**config.mk**
```make
export PLATFORM = sky130hd
export DESIGN_NAME = coded_pulse_divider
export DESIGN_NICKNAME = d
export VERILOG_FILES = /design/src/rtl/fdc_pkg.sv /design/src/rtl/fdc_code_filter.sv /design/src/rtl/fdc_sequencer.sv /design/src/rtl/fdc_period_gen.sv /design/src/rtl/coded_pulse_divider.sv
export SDC_FILE = /design/constraint.sdc
export NUM_CORES = 1
export LEC_CHECK = 0
export BUFFER_PORTS_ARGS = -buffer_cell sky130_fd_sc_hd__buf_2
export CAP_MARGIN = 20
export CORE_MARGIN = 1.5
export CORE_UTILIZATION = 56
export DETAILED_ROUTE_END_ITERATION = 8
export HOLD_SLACK_MARGIN = 0.08
export PLACE_DENSITY = 0.76
export SKIP_LAST_GASP = 1
export SLEW_MARGIN = 15
export SYNTH_ARGS = -nofsm -noshare
export SYNTH_HDL_FRONTEND = slang
export SYNTH_SLANG_ARGS = --single-unit
```
**constraint.sdc**
```tcl
create_clock -name clk -period 3.3 [get_ports clk]
set_input_delay 0.66 -clock clk [delete_from_list [all_inputs] [get_ports clk]]
set_output_delay 0.66 -clock clk [all_outputs]
set_load 0.02 [all_outputs]
```
**src/rtl/fdc_pkg.sv**
```systemverilog
package fdc_pkg;

    localparam int CODE_W   = 4;
    localparam int SEL_W    = CODE_W - 1;
    localparam int EXP_BASE = 2;
    localparam int DUTY_W   = 2;
    // counter wide enough for the longest period minus one
    localparam int CNT_W    = (1 << SEL_W) - 1 + EXP_BASE;

    typedef enum logic [1:0] {
        ST_HOLD  = 2'd0,
        ST_RUN   = 2'd1,
        ST_ARMED = 2'd2
    } seq_state_e;

    // period length in master cycles for a ratio selector
    function automatic logic [CNT_W:0] period_len(input logic [SEL_W-1:0] sel);
        logic [CNT_W:0] n;
        n = '0;
        n[int'(sel) + EXP_BASE] = 1'b1;
        return n;
    endfunction

    // active-phase length: quarter periods, duty 3 saturates at three quarters
    function automatic logic [CNT_W:0] active_len(input logic [CNT_W:0] n,
                                                  input logic [DUTY_W-1:0] duty);
        logic [CNT_W:0] qt;
        logic [CNT_W:0] r;
        qt = n >> 2;
        unique case (duty)
            2'd0:    r = qt;
            2'd1:    r = qt << 1;
            default: r = qt + (qt << 1);
        endcase
        return r;
    endfunction

endpackage

```
**src/rtl/fdc_code_filter.sv**
```systemverilog
module fdc_code_filter
    import fdc_pkg::*;
#(
    parameter int WIN_UNIT = 16,
    parameter int WIN_OFFS = 6
) (
    input  logic              clk,
    input  logic              rst_n,
    input  logic [CODE_W-1:0] code_i,
    output logic [CODE_W-1:0] cand_o,
    output logic              chg_o,
    output logic              settled_o
);

    localparam int WIN_MAX = WIN_UNIT * ((1 << CODE_W) - 1 + WIN_OFFS);
    localparam int WIN_W   = $clog2(WIN_MAX + 1);

    logic [CODE_W-1:0] cand_q;
    logic [WIN_W-1:0]  cnt_q;
    logic [WIN_W-1:0]  win_last;

    // window length depends on the candidate value itself
    always_comb begin
        win_last = WIN_W'(WIN_UNIT * (int'(cand_q) + WIN_OFFS) - 1);
    end

    assign chg_o = (code_i != cand_q);

    always_ff @(posedge clk) begin
        if (!rst_n) begin
            cand_q <= code_i;
            cnt_q  <= '0;
        end else if (chg_o) begin
            cand_q <= code_i;
            cnt_q  <= '0;
        end else if (cnt_q != win_last) begin
            cnt_q  <= cnt_q + 1'b1;
        end
    end

    assign cand_o    = cand_q;
    assign settled_o = (cnt_q == win_last);

    // a settled candidate has not moved in the previous cycle
    a_r7_cand_still: assert property (@(posedge clk) disable iff (!rst_n)
        settled_o |-> (cand_q == $past(cand_q)))
        else $error("R7 settled while candidate moving");

endmodule

```
**src/rtl/fdc_sequencer.sv**
```systemverilog
module fdc_sequencer
    import fdc_pkg::*;
#(
    parameter int START_CYC = 500
) (
    input  logic              clk,
    input  logic              rst_n,
    input  logic [CODE_W-1:0] cand_i,
    input  logic              chg_i,
    input  logic              settled_i,
    input  logic              wrap_i,
    output logic              run_o,
    output logic [CODE_W-1:0] code_o
);

    localparam int              HOLD_W    = $clog2(START_CYC + 1);
    localparam logic [HOLD_W-1:0] HOLD_LAST = HOLD_W'(START_CYC - 1);

    seq_state_e        st_q, st_d;
    logic [HOLD_W-1:0] hold_q;
    logic [CODE_W-1:0] act_q;

    logic hold_done, code_settled, boundary_load, candidate_lost;

    assign hold_done      = !chg_i && (hold_q == HOLD_LAST);
    assign code_settled   = settled_i && (cand_i != act_q);
    assign candidate_lost = !settled_i || (cand_i == act_q);
    assign boundary_load  = !candidate_lost && wrap_i;

    // next-state decision
    always_comb begin
        st_d = st_q;
        unique case (st_q)
            ST_HOLD:  if (hold_done) st_d = ST_RUN;
            ST_RUN:   if (code_settled) st_d = ST_ARMED;
            ST_ARMED: if (candidate_lost || boundary_load) st_d = ST_RUN;
            default:  st_d = ST_HOLD;
        endcase
    end

    // state register
    always_ff @(posedge clk) begin
        if (!rst_n) st_q <= ST_HOLD;
        else        st_q <= st_d;
    end

    // counters and the active code
    always_ff @(posedge clk) begin
        if (!rst_n) begin
            hold_q <= '0;
            act_q  <= '0;
        end else begin
            unique case (st_q)
                ST_HOLD: begin
                    hold_q <= chg_i ? '0 : hold_q + 1'b1;
                    if (hold_done) act_q <= cand_i;
                end
                ST_ARMED: if (boundary_load) act_q <= cand_i;
                default: ;
            endcase
        end
    end

    assign run_o  = (st_q != ST_HOLD);
    assign code_o = act_q;

    // enable never drops once set
    a_r11_en_sticky: assert property (@(posedge clk) disable iff (!rst_n)
        run_o |=> run_o)
        else $error("R11 enable dropped");

    // active code only ever takes the filter's candidate
    a_r8_direct_jump: assert property (@(posedge clk) disable iff (!rst_n)
        (act_q != $past(act_q)) |-> (act_q == $past(cand_i)))
        else $error("R8 active code not the candidate");

    // after start-up a swap happens only on a period wrap
    a_r10_on_boundary: assert property (@(posedge clk) disable iff (!rst_n)
        (($past(st_q) != ST_HOLD) && (act_q != $past(act_q))) |-> $past(wrap_i))
        else $error("R10 swap off boundary");

    // after start-up a swap needs a settled candidate
    a_r7_swap_settled: assert property (@(posedge clk) disable iff (!rst_n)
        (($past(st_q) != ST_HOLD) && (act_q != $past(act_q))) |-> $past(settled_i))
        else $error("R7 swap before window expired");

endmodule

```
**src/rtl/fdc_period_gen.sv**
```systemverilog
module fdc_period_gen
    import fdc_pkg::*;
(
    input  logic              clk,
    input  logic              rst_n,
    input  logic              en_i,
    input  logic [CODE_W-1:0] code_i,
    input  logic [DUTY_W-1:0] duty_i,
    output logic              wrap_o,
    output logic              out_o
);

    logic [CNT_W-1:0]  cnt_q;
    logic [DUTY_W-1:0] duty_q;
    logic [CNT_W:0]    n_len;
    logic [CNT_W:0]    a_len;
    logic              active;

    always_comb begin
        n_len  = period_len(code_i[SEL_W-1:0]);
        a_len  = active_len(n_len, duty_q);
        active = ({1'b0, cnt_q} < a_len);
    end

    assign wrap_o = en_i && ({1'b0, cnt_q} == (n_len - 1'b1));

    always_ff @(posedge clk) begin
        if (!rst_n) begin
            cnt_q  <= '0;
            duty_q <= '0;
        end else if (!en_i || wrap_o) begin
            cnt_q  <= '0;
            duty_q <= duty_i;
        end else begin
            cnt_q  <= cnt_q + 1'b1;
        end
    end

    // polarity bit flips the phase sense
    assign out_o = en_i && (active ^ code_i[CODE_W-1]);

    // no output activity before the hold completes
    a_r1_quiet_hold: assert property (@(posedge clk) disable iff (!rst_n)
        !en_i |-> !out_o)
        else $error("R1 output active during hold");

endmodule

```
**src/rtl/coded_pulse_divider.sv**
```systemverilog
module coded_pulse_divider
    import fdc_pkg::*;
#(
    parameter int START_CYC = 500,
    parameter int WIN_UNIT  = 16,
    parameter int WIN_OFFS  = 6
) (
    input  logic                       clk,
    input  logic                       rst_n,
    input  logic [fdc_pkg::CODE_W-1:0] code_in,
    input  logic [fdc_pkg::DUTY_W-1:0] duty_in,
    output logic                       pulse_out,
    output logic                       out_en
);

    logic [CODE_W-1:0] cand;
    logic [CODE_W-1:0] act_code;
    logic              chg, settled, wrap, run;

    fdc_code_filter #(
        .WIN_UNIT (WIN_UNIT),
        .WIN_OFFS (WIN_OFFS)
    ) u_filter (
        .clk       (clk),
        .rst_n     (rst_n),
        .code_i    (code_in),
        .cand_o    (cand),
        .chg_o     (chg),
        .settled_o (settled)
    );

    fdc_sequencer #(
        .START_CYC (START_CYC)
    ) u_seq (
        .clk       (clk),
        .rst_n     (rst_n),
        .cand_i    (cand),
        .chg_i     (chg),
        .settled_i (settled),
        .wrap_i    (wrap),
        .run_o     (run),
        .code_o    (act_code)
    );

    fdc_period_gen u_gen (
        .clk    (clk),
        .rst_n  (rst_n),
        .en_i   (run),
        .code_i (act_code),
        .duty_i (duty_in),
        .wrap_o (wrap),
        .out_o  (pulse_out)
    );

    assign out_en = run;

endmodule

```
After elaboration in Yosys (flattened, before gate mapping)
Index checks and enable logic that the tools add are counted.
{"block": "classes", "addsub": 8, "magnitude_cmp": 3, "n_eq_ne": 15, "muxes": 13, "n_bitwise": 2, "n_reduce_logical": 21}
{"operator": "$ge A32 B1 Y1 const B", "n": 1}
{"operator": "$lt A32 B6 Y1 const B", "n": 1}
{"operator": "$add A9 B1 Y9 const B", "n": 3}
{"operator": "$pmux W10 S2", "n": 1}
{"operator": "$mux W4", "n": 4}
{"operator": "$add A8 B9 Y10", "n": 1}
{"operator": "$eq A9 B10 Y1", "n": 1}
{"operator": "$lt A9 B10 Y1", "n": 1}
{"operator": "$ne A2 B1 Y1 const B", "n": 5}
{"operator": "$sub A10 B1 Y10 const B", "n": 1}
{"operator": "$eq A9 B9 Y1", "n": 1}
{"operator": "$eq A9 B9 Y1 const B", "n": 1}
{"operator": "$mux W9", "n": 1}
{"operator": "$ne A9 B9 Y1", "n": 1}
{"operator": "$sub A9 B2 Y9 const B", "n": 1}
{"operator": "$ne A4 B4 Y1", "n": 2}
{"operator": "$pmux W4 S2", "n": 1}
{"operator": "$logic_and A1 B1 Y1", "n": 6}
{"operator": "$mux W2", "n": 3}
{"operator": "$pmux W2 S3", "n": 1}
{"operator": "$reduce_and A3 Y1", "n": 2}
{"operator": "$add A4 B3 Y5 const B", "n": 1}
{"operator": "$add A3 B2 Y4 const B", "n": 1}
{"operator": "$demux W1 S4", "n": 1}
{"operator": "11 further kinds", "n": 20}
{"block": "totals", "regBits": 39, "input_bits": 8, "out_inout_bits": 2, "wordCells": 69}

Longest topological paths before layout
{"block": "depth", "ltp_word": 12, "depth_mapped": 15, "mapped_depth_nobuf": 14}

Modules after synthesis
From an unflattened synthesis, not the netlist that was laid out.
{"block": "hier_totals", "hier_cells": 359, "area_unflattened_um2": 3126.7}
{"module": "fdc_period_gen", "instances": 1, "cells_each": 190, "area_each_um2": 1582.8, "seq_area_each_um2": 220.2}
{"module": "fdc_code_filter", "instances": 1, "cells_each": 87, "area_each_um2": 817.0, "seq_area_each_um2": 300.3}
{"module": "fdc_sequencer", "instances": 1, "cells_each": 82, "area_each_um2": 726.9, "seq_area_each_um2": 300.3}

Worst setup path after synthesis
Ideal clock, no wire load.
{"block": "synth_timing", "kind": "register to output", "start": "reg u_seq.act_q[1], in the netlist u_seq.code_o[1]", "end": "out pulse_out", "t_arrival_ps": 3006, "required_time_ps": 2640, "setup_slack_ps": -366, "path_stages_with_launch": 14, "path_buffers": 1, "path_cell_list": "dfxtp_1 -> inv_1 -> ha_1 -> clkbuf_1 -> nand2_1 -> ha_1 -> a21oi_1 -> ha_1 -> o21a_1 -> o21a_1 -> o21ai_0 -> a32oi_1 -> nand3_1 -> nor3b_1"}
{"block": "synth_via", "elab_chain_len": 10, "elab_cells_between_ends": 11, "cone_classes": "add/sub: 2; order compare: 3; mux: 3; bitwise: 1; reduce/logical: 2"}
{"item": "start, declared", "line": "fdc_sequencer.sv:21", "source": "logic [CODE_W-1:0] act_q;"}
{"item": "start signal, assigned", "line": "fdc_sequencer.sv:56", "source": "if (hold_done) act_q <= cand_i;"}
{"item": "start signal, assigned", "line": "fdc_sequencer.sv:58", "source": "ST_ARMED: if (boundary_load) act_q <= cand_i;"}
{"item": "$add A3 B2 Y4 (*)", "line": "fdc_pkg.sv:20", "source": "n[int'(sel) + EXP_BASE] = 1'b1;"}
{"item": "$ge A32 B1 Y1 (implied by the code) or $lt A32 B6 Y1 (tied branches)", "line": "fdc_pkg.sv:20"}
{"item": "$logic_and A1 B1 Y1 (implied by the code)", "line": "fdc_pkg.sv:20"}
{"item": "$mux W1 (implied by the code)", "line": "fdc_pkg.sv:20"}
{"item": "$demux W1 S4 (*)"}
{"item": "$add A8 B9 Y10", "line": "fdc_pkg.sv:33", "source": "default: r = qt + (qt << 1);"}
{"item": "$pmux W10 S2 (*)", "line": "fdc_pkg.sv:30", "source": "unique case (duty)"}
{"item": "$lt A9 B10 Y1 (*)", "line": "fdc_period_gen.sv:22", "source": "active = ({1'b0, cnt_q} < a_len);"}
{"item": "$xor A1 B1 Y1 (*)", "line": "fdc_period_gen.sv:40", "source": "assign out_o = en_i && (active ^ code_i[CODE_W-1]);"}
{"item": "$logic_and A1 B1 Y1 (*)", "line": "fdc_period_gen.sv:40"}
{"item": "end, declared", "line": "coded_pulse_divider.sv:12", "source": "output logic pulse_out,"}
Mark *: on every way between the ends. The rest lies on a longest branch, timed or not.

Final worst setup path
{"block": "layout_timing", "start": "reg u_seq.act_q[2], in the netlist u_seq.code_o[2]", "end": "out pulse_out"}
The elaborated chain is that of the path after synthesis.

==> flow_summary.yaml <==
global_route:
  grt_pass1_vias: 2157
  antenna_found_initial: 0
  grt_pass1_wl_um: 10100
  grt_max_degree: 16
  grt-ovfl-total: 0
  gr-usage-all-layers_pct: 24.3
power_and_ir_drop:
  switching_power_uw: 220
  irDropWorstVdd_v: 0.000326
  power.share.clock_pct: 44.0
  p_int_uw: 788
  power_per_cell_area_nw_per_um2: 302
  report.power.total_mw: 1.01
  power_frac_seq_pct: 49.0
  switching_share_pct: 21.8
  leakage_nw: 1.34
  combPwrFrac_pct: 7.0
timing:
  setup_viol: 1
  tightestPinTransition_ns: 0.754
  slew-limit-headroom_pct: 49.6
  slew_violations: 0
  rsz0062_at_grt: "true"
  period_share_pct: 105
  fmax_mhz: 290
  skew_ns: 0.0112
  period_needed_ns: 3.45
  layout_setup_ws_ns: -0.154
  finalHoldViolations: 0
  hold_ws_ns: 0.485
finish:
  nNetsFinal: 391
  stdcell_count: 423
  utilization_pct: 69.8
  drive_gt1_share_pct: 20.8
  num-fill-cells: 382
  multi_input_area_um2: 2020
  area_delta_synth_final_pct: 19.2
  n_antenna_cell: 0
  layout.area.seq_um2: 825
floorplan:
  die-area_um2: 5440
  die_w_um: 73.7
  core_um2: 4790
  initial_core_util_pct: 58.5
  rows: 25
  ioPinCount: 10
  die_h_um: 73.7
critical_path:
  r2r-start: "u_filter.cand_o[2]$_DFFE_PP_"
  crit_path_start_kind: "flop"
  worstPathMaxFanout: 2
  r2r_slack_ns: 0.45
  reg2regPathDepth: 9
  worstPathRequired_ns: 2.64
  rr_endpoint: "u_seq.code_o[1]$_SDFFE_PN0P_"
  crit_start: "u_seq.code_o[2]$_SDFFE_PN0P_"
  arrival_ns: 2.79
  critPathKind: "flop to primary output"
  end_kind: "primary output"
logic_synthesis:
  synth-main-ff-cell: "dfxtp_1"
  synth_top_family_by_area: "simple AND/OR/NAND/NOR gates"
  synth_fa_ha_area_share_pct: 12.5
  syn-num-nets: 363
  syn_area_per_cell_um2: 8.57
  synthXorXnorAreaFrac_pct: 13.3
  synth_compound_area_share_pct: 13.5
  ys_top_cells_by_area: "dfxtp_1 25%, ha_1 13%, xor2_1 8.1%"
  synth_top_area_share_pct: 25.0
  synth_largest_area_cell: "dfxtp_1"
  muxShareOfSynthArea_pct: 1.83
  yosysSeqAreaShare_pct: 29.3
  yosysWarnings: 0
  syn_inst: 327
  synth-simple-area-share_pct: 25.8
  synth_edf_count: 4
  syn_area_um2: 2800
  yosys.cell_types.count: 54
  ys_ff_latch: 39
  synthArstFlopShare_pct: 0
route:
  ant_nets: 0
  routedWlPerCell_um: 14.5
  drc_errors: 0
  first_pass_iters: 4
  dr_total_vias: 2365
  via_per_inst: 5.59
  drt_iter0_markers: 96
  wl_um: 6140
outcome:
  status: "finished with violations"
  violations: "negative setup slack"
clock_network:
  clock_latency_ns: 0.30
  root_buffer: "clkbuf_8"
  cts_buffers: 5
  ctsHoldBuffers: 0
  htreeDepth: 2
  cts.clk_slew.worst_paths_ns: 0.08
  cts_tree: "yes"
  cts_buffer_depth: 2
  cts_num_sinks: 39
place:
  port_buffers: 9
  place_inst: 411
  routabilityCongestion: 0.885
  hpwl_um: 4380
worst_hold_path:
  min_path_type: "flop to flop"
  whs_path_depth: 2
  hold_start: "u_seq.hold_q[1]$_SDFFE_PN0P_"
  holdPathEnd: "u_seq.hold_q[1]$_SDFFE_PN0P_"
flow_run:
  maxCapViolCount: 0
==> worst max-delay path by stage <==
stage	endpoint	cells after the start
after global placement	pulse_out	14
after detailed placement	pulse_out	14
after floorplan	pulse_out	13
after global routing	pulse_out	14
after CTS	pulse_out	16
final	pulse_out	14
==> cell usage in the layout (no fill, tap or decap), drive strengths merged, types with 2 or more instances in the layout <==
cell / netlist / layout
nor2: 37 / 37
dfxtp: 35 / 35
buf: 3 / 33
ha: 28 / 28
xor2: 26 / 26
nand2: 26 / 26
a21oi: 15 / 15
xnor2: 14 / 14
inv: 13 / 13
and3: 12 / 12
o21ai: 12 / 12
nand3: 11 / 11
nor2b: 11 / 11
nand4: 9 / 9
clkbuf: 9 / 7
nor3: 5 / 5
nor3b: 5 / 5
o21a: 4 / 4
mux2i: 4 / 4
edfxtp: 4 / 4
nor4b: 4 / 4
and3b: 3 / 3
o211ai: 3 / 3
nand2b: 3 / 3
or3: 3 / 3
o31ai: 2 / 2
a21boi: 2 / 2
a31oi: 2 / 2
a2111oi: 2 / 2
==> cell families (layout without fill, tap and decap cells) <==
| kind of cell | after synthesis | in the layout |
|---|---|---|
| AO/OA/AOI/OAI | 52 | 52 |
| XOR/XNOR | 41 | 41 |
| adder cells (fa/ha/maj) | 28 | 28 |
| buffers and inverters | 25 | 54 |
| flip-flops | 39 | 39 |
| multiplexers | 5 | 5 |
| other | 1 | 1 |
| AND/OR/NAND/NOR | 136 | 136 |
==> power groups by stage <==
| stage | combinational, mW | clock, mW | sequential [mW] |
|---|---|---|---|
| floorplan | 0.0548 | 0 | 0.497 |
| global placement | 0.0654 | 0 | 0.505 |
| detailed placement | 0.0671 | 0 | 0.505 |
| CTS | 0.0700 | 0.453 | 0.494 |
| global route | 0.0789 | 0.473 | 0.495 |
| finish | 0.0705 | 0.443 | 0.494 |
==> synth_stat cells, types with 2 or more instances <==
master	number
o211ai_1	3
a21boi_0	2
xnor2_1	14
ha_1	28
nor2b_1	11
nor3b_1	5
mux2i_1	4
o21ai_0	10
o21a_1	4
nand2_1	26
o21ai_1	2
nand2b_1	3
clkbuf_1	9
or3_1	3
nor4b_1	3
nand4_1	8
nor2_1	37
a21oi_1	15
buf_2	2
and3b_1	3
xor2_1	26
nor3_1	5
o31ai_1	2
a31oi_1	2
nand3_1	11
edfxtp_1	4
and3_1	12
inv_1	13
dfxtp_1	35
==> flip-flops by register name, indices dropped and copies added (netlist names) <==
name / count
u_filter.cand_o: 4
u_filter.cnt_q: 9
u_gen.cnt_q: 9
u_gen.duty_q: 2
u_seq.code_o: 4
u_seq.hold_q: 9
u_seq.st_q: 2
==> what timing repair did <==
item                       in CTS  in global routing
setup endpoints to repair       1                  1
resized for setup              16                 20
setup buffers                   4                  0
pin swaps                      12                  9
cloned                          0                  0
==> metrics by stage <==
step	setup TNS, ns	setup WS (ns)	instance area (um^2)
2_1_floorplan	0	0.0297	2820
3_3_place_gp	-0.00832	-0.00832	3040
3_5_place_dp	-0.0734	-0.0734	3040
4_1_cts	-0.154	-0.154	3260
5_1_grt	-0.306	-0.306	3340
6_report	-0.154	-0.154	3340
==> per-layer routing <==
layer  share of wire (%)  GRT usage [%]  vias up
met5                   0              0        -
met4                 1.7           8.85        0
met3                 3.9           4.66        7
met2                  49           40.9       44
met1                  45           30.8     1102
li1                    -              -     1212
==> critical path: stages (launching register included) <==
cell     delay, ns
dfxtp_2       0.35
inv_2         0.05
ha_4          0.27
and3b_1       0.19
inv_2         0.07
ha_4          0.22
ha_4          0.21
a21oi_2       0.11
ha_1          0.23
o21a_1        0.12
o21ai_2       0.13
a32oi_2       0.13
a21oi_2       0.21
nor3b_4       0.06
buf_6         0.16
==> cell type report <==
type,count,area share [%]
multi-input cells,263,60.4
clock buffers,7,2.92
repair buffers,33,7.16
flip-flops and latches,39,24.7
inverters,13,1.46
well taps,67,2.51
clock inverters,1,0.899
Note: power is estimated with default switching activity, not from simulation.
